--- config.mk ---
export PLATFORM = sky130hd
export DESIGN_NAME = mulpath_pair_check
export DESIGN_NICKNAME = d
export VERILOG_FILES = /design/src/rtl/mulpath_pkg.sv /design/src/rtl/mulpath_cls_dec.sv /design/src/rtl/mulpath_conflict.sv /design/src/rtl/mulpath_pair_check.sv
export SDC_FILE = /design/constraint.sdc
export NUM_CORES = 1
export LEC_CHECK = 0
export ABC_AREA = 1
export BUFFER_PORTS_ARGS = -buffer_cell sky130_fd_sc_hd__buf_2
export CAP_MARGIN = 20
export CORE_AREA = 2 2 39 41
export CTS_BUF_LIST = sky130_fd_sc_hd__clkbuf_4 sky130_fd_sc_hd__clkbuf_8 sky130_fd_sc_hd__clkbuf_16
export DETAILED_ROUTE_END_ITERATION = 10
export DIE_AREA = 0 0 41 43
export PLACE_DENSITY = 0.58
export SYNTH_ARGS = -nofsm -noshare
export SYNTH_HDL_FRONTEND = slang
export SYNTH_SLANG_ARGS = --single-unit
--- constraint.sdc ---
create_clock -name clk -period 1.4 [get_ports clk]
set_input_delay 0.07 -clock clk [delete_from_list [all_inputs] [get_ports clk]]
set_output_delay 0.07 -clock clk [all_outputs]
set_load 0.1 [all_outputs]
--- src/rtl/mulpath_pkg.sv ---
package mulpath_pkg;
    localparam int CLS_W = 3;

    localparam logic [CLS_W-1:0] CLS_OTHER  = 3'd0;
    localparam logic [CLS_W-1:0] CLS_MUL    = 3'd1;
    localparam logic [CLS_W-1:0] CLS_RD_REG = 3'd2;
    localparam logic [CLS_W-1:0] CLS_RD_MEM = 3'd3;
    localparam logic [CLS_W-1:0] CLS_LD_REG = 3'd4;
    localparam logic [CLS_W-1:0] CLS_LD_MEM = 3'd5;

    typedef struct packed {
        logic vld;
        logic [CLS_W-1:0] cls;
    } slot_t;

    // resource usage of one instruction
    typedef struct packed {
        logic locks;    // takes the multiplier lock
        logic touches;  // needs the multiplier or its result registers
        logic rd_bus;   // drives the result read bus
    } use_t;

    typedef struct packed {
        slot_t hold;
    } state_t;
endpackage

--- src/rtl/mulpath_cls_dec.sv ---
module mulpath_cls_dec
    import mulpath_pkg::*;
(
    input  slot_t slot_i,
    output use_t  use_o
);
    always_comb begin
        use_o = '0;
        if (slot_i.vld) begin
            case (slot_i.cls)
                CLS_MUL, CLS_LD_REG, CLS_LD_MEM: begin
                    use_o.locks   = 1'b1;
                    use_o.touches = 1'b1;
                end
                CLS_RD_REG, CLS_RD_MEM: begin
                    use_o.rd_bus  = 1'b1;
                    use_o.touches = 1'b1;
                end
                default: use_o = '0;
            endcase
        end
    end
endmodule

--- src/rtl/mulpath_conflict.sv ---
module mulpath_conflict
    import mulpath_pkg::*;
(
    input  use_t old_u,
    input  use_t yng_u,
    output logic bus_clash,
    output logic lock_clash,
    output logic clash
);
    always_comb begin
        bus_clash  = old_u.rd_bus & yng_u.rd_bus;
        lock_clash = old_u.locks  & yng_u.touches;
        clash      = bus_clash | lock_clash;
    end

    // a read never takes the lock, so the two causes cannot coincide
    always_comb begin
        a_excl_r7: assert (!(bus_clash && lock_clash));
    end
endmodule

--- src/rtl/mulpath_pair_check.sv ---
module mulpath_pair_check
    import mulpath_pkg::*;
(
    input  logic             clk,
    input  logic             rst,
    input  logic             a_vld,
    input  logic [CLS_W-1:0] a_cls,
    input  logic             b_vld,
    input  logic [CLS_W-1:0] b_cls,
    output logic             pair_ok,
    output logic             stall,
    output logic             iss0_vld,
    output logic [CLS_W-1:0] iss0_cls,
    output logic             iss1_vld,
    output logic [CLS_W-1:0] iss1_cls
);
    localparam int NSLOT = 2;

    state_t st_d, st_q;
    slot_t  eff [NSLOT];
    use_t   use_w [NSLOT];
    logic   bus_clash, lock_clash, clash;

    always_comb begin
        eff[0] = st_q.hold.vld ? st_q.hold : slot_t'{a_vld, a_cls};
        eff[1] = slot_t'{b_vld, b_cls};
    end

    for (genvar gi = 0; gi < NSLOT; gi++) begin : g_dec
        mulpath_cls_dec u_dec (
            .slot_i (eff[gi]),
            .use_o  (use_w[gi])
        );
    end

    mulpath_conflict u_conf (
        .old_u      (use_w[0]),
        .yng_u      (use_w[1]),
        .bus_clash  (bus_clash),
        .lock_clash (lock_clash),
        .clash      (clash)
    );

    always_comb begin
        st_d     = '0;
        pair_ok  = 1'b0;
        stall    = 1'b0;
        iss0_vld = 1'b0;
        iss0_cls = '0;
        iss1_vld = 1'b0;
        iss1_cls = '0;
        if (eff[0].vld) begin
            iss0_vld = 1'b1;
            iss0_cls = eff[0].cls;
            if (eff[1].vld) begin
                if (clash) begin
                    stall     = 1'b1;
                    st_d.hold = eff[1];
                end else begin
                    pair_ok  = 1'b1;
                    iss1_vld = 1'b1;
                    iss1_cls = eff[1].cls;
                end
            end
        end else if (eff[1].vld) begin
            iss0_vld = 1'b1;
            iss0_cls = eff[1].cls;
        end
    end

    always_ff @(posedge clk) begin
        if (rst) st_q <= '0;
        else     st_q <= st_d;
    end

    // assertions
    p_excl_r4: assert property (@(posedge clk) disable iff (rst)
        !(pair_ok && stall));

    p_hold_r5: assert property (@(posedge clk) disable iff (rst)
        stall |=> (iss0_vld && iss0_cls == $past(b_cls)));

    p_readpair_r2: assert property (@(posedge clk) disable iff (rst)
        (eff[0].vld && eff[1].vld && use_w[0].rd_bus && !use_w[1].rd_bus) |-> pair_ok);

    p_bus_r4: assert property (@(posedge clk) disable iff (rst)
        (use_w[0].rd_bus && use_w[1].rd_bus) |-> stall);

    p_noold_r9: assert property (@(posedge clk) disable iff (rst)
        (!st_q.hold.vld && !a_vld) |-> (!pair_ok && !stall));

    p_noyng_r10: assert property (@(posedge clk) disable iff (rst)
        !b_vld |-> (!pair_ok && !stall && !iss1_vld));
endmodule

==> impl_metrics.json <==
{
  "dr.pass1.iters": 1,
  "reg2reg_depth": 9,
  "end_kind": "output port",
  "hold_start": "b_cls[2]",
  "drt-total-wl_um": 799,
  "coreArea_mm2": 0.001384,
  "routed_via_density": 4.206,
  "hold_depth": 3,
  "grt.total_usage_pct": 11.45,
  "power_leakage_nw": 0.3856,
  "dieHeight_um": 43,
  "grt_first_pass_wirelength_mm": 1.400,
  "synth-seq-cells": 4,
  "drtIter0Drc": 0,
  "largest_reg_flops": 4,
  "r2r-start": "st_q[3]",
  "fin_worst_skew_ps": 0.3102,
  "arrival_ps": 1460,
  "grt_setup_unrepaired": "yes",
  "vias": 408,
  "root_buffer": "clkbuf_4",
  "postCtsHoldBufs": 0,
  "finalCritPeriodShare_pct": 109.2,
  "clockBufferDepth": 2,
  "drive_gt1_share_pct": 77.78,
  "violations": "negative setup slack",
  "grt_max_degree": 5,
  "pin_count": 20,
  "std_cell_rows": 14,
  "hold_viol": 0,
  "synth_warnings": 0,
  "worstSetupStartpointType": "flip-flop",
  "min_period_ps": 1529,
  "nNetsFinal": 93,
  "drt-wirelength-per-cell_um": 8.237,
  "required_ps": 1330,
  "htree_levels": 1,
  "hold_end": "st_q[2]",
  "clk_latency_ps": 230,
  "numCtsBuffers": 3,
  "reg_top3": "st_q x4",
  "syn_nets": 63,
  "cap_viol_max_count": 0,
  "die_x_um": 41,
  "place_congestion": 0.7266,
  "ant_nets": 0,
  "antenna_cells": 0,
  "antenna_found_initial": 0,
  "crit_fanout": 4,
  "synth_cell_types": 16,
  "fin_util_pct": 56.51,
  "syn_inst": 53,
  "synth_seq_area_share_pct": 22.61,
  "hpwl_um": 661.2,
  "ir_drop_mv": 0.4716,
  "power.density_mw_per_mm2": 764.2,
  "dp.cells": 89,
  "finalSetupViolCount": 9,
  "cts_tree": "built",
  "grt_pass1_vias": 401,
  "worstReg2RegEnd": "st_q[0]",
  "grt-ovfl-total": 0,
  "die_area_mm2": 0.001763,
  "drv_slew": 0,
  "drcViolationCount": 0,
  "rrSetupSlack_ps": 120,
  "holdWs_ps": 125.0,
  "synth_area_per_cell_um2": 6.681,
  "relSlewSlack_pct": 86.88,
  "worst_pin_slew_ps": 196.6,
  "hold_path_class": "in -> reg",
  "synth_area_um2": 354.1,
  "regMostFlops": "st_q",
  "max_freq_mhz": 654.1,
  "portBuffers": 19,
  "area_delta_synth_final_pct": 120.8,
  "path_clk_slew_ps": 40,
  "critPathKind": "reg -> out",
  "fin_ws_ps": -128.7,
  "cts.sinks": 4,
  "start_util_pct": 25.59,
  "status": "complete, but fails checks",
  "final_cells": 97
}
synth_stat cells:
cell type	n	area [um2]
and2_4	1	8.760
buf_4	1	7.510
dfxtp_1	4	80.08
inv_1	8	30.03
inv_2	5	18.77
nand2_1	11	41.29
nand2_2	3	18.77
nand2_4	5	56.30
nand3_2	1	10.01
nand3b_2	1	11.26
nor2_1	3	11.26
nor2_2	5	31.28
o21ai_0	1	5.000
o21ai_1	1	5.000
o22ai_1	2	12.51
or2_2	1	6.260
critical path, stage by stage, from the launching register on:
cell and delay (ps):
dfxtp_4 350, nand2_1 100, nand2_4 80, nor2_4 100, nand3_2 110, nand3b_4 160, clkinvlp_4 150, buf_12 190
where the power goes:
part           leakage [nW]  internal [mW]  total (mW)  switching, mW
logic                 0.339          0.127       0.346          0.219
registers            0.0331          0.115       0.117        0.00154
clock network        0.0138         0.0954       0.135         0.0399
timing repair:
action | in CTS | in global routing
gates resized for setup | 6 | 9
pin swaps | 7 | 10
endpoints found under the setup margin | 6 | 10
buffers inserted | 4 | 1
cell families (layout without fill, tap and decap cells):
kind of cell | count (synthesis) | in the layout | synth area share (%)
buffers and inverters | 14 | 42 | 15.90
AOI/OAI and AO/OA | 4 | 4 | 6.357
and+or+nand+nor | 31 | 31 | 55.12
DFF | 4 | 4 | 22.62
cells in the final DEF (no fill, tap or decap):
cell,netlist,routed
buf_12,0,10
buf_2,0,9
inv_1,8,7
nand2_4,5,7
nand2_1,11,7
buf_4,1,7
nand2_2,3,5
nor2_4,0,4
inv_2,5,4
nor2_2,5,4
clkbuf_4,0,3
dfxtp_1,4,3
o22ai_2,0,2
inv_6,0,1
o21ai_0,1,1
nand3_2,1,1
and2_4,1,1
nand3b_4,0,1
o21ai_4,0,1
or2_4,0,1
clkinvlp_4,0,1
dfxtp_4,0,1
worst max-delay path by stage:
stage | from | to | cells past startpoint
final | st_q[3] | iss1_vld | 7
after global routing | st_q[3] | pair_ok | 8
after CTS | st_q[3] | iss1_vld | 8
after detailed placement | st_q[3] | iss1_vld | 8
after global placement | st_q[3] | iss1_vld | 8
after floorplan | st_q[3] | pair_ok | 8
final cells by class:
| cell class | instances | area (um2) |
|---|---|---|
| Clock buffer | 3 | 22.52 |
| Fill cell | 135 | 601.8 |
| Inverter | 13 | 57.56 |
| Multi-Input combinational cell | 35 | 300.3 |
| Sequential cell | 4 | 83.83 |
| Tap cell | 16 | 20.02 |
| Timing Repair Buffer | 26 | 297.8 |
layer usage:
metal  part of all wire [%]  GRT usage [%]  up-vias
met4                      0          4.000        0
met1                     40          13.83      183
met2                     53          18.44       12
li1                       -              -      213
met3                    6.4          3.141        0
met5                      0              0        -
per-stage QoR:
stage / worst slack, ps / cell area, um2 / total power [mW] / TNS, ps
after floorplan: -362.3 / 426.7 / 0.3436 / -870.3
after global placement: 78.79 / 671.9 / 0.4404 / 0
after detailed placement: 61.75 / 671.9 / 0.4404 / 0
after CTS: -163.8 / 740.7 / 0.5924 / -885.5
after global routing: -219.6 / 782.0 / 0.6268 / -1467
final: -128.7 / 782.0 / 0.5976 / -785.8
Note: power is estimated with default switching activity, not from simulation.
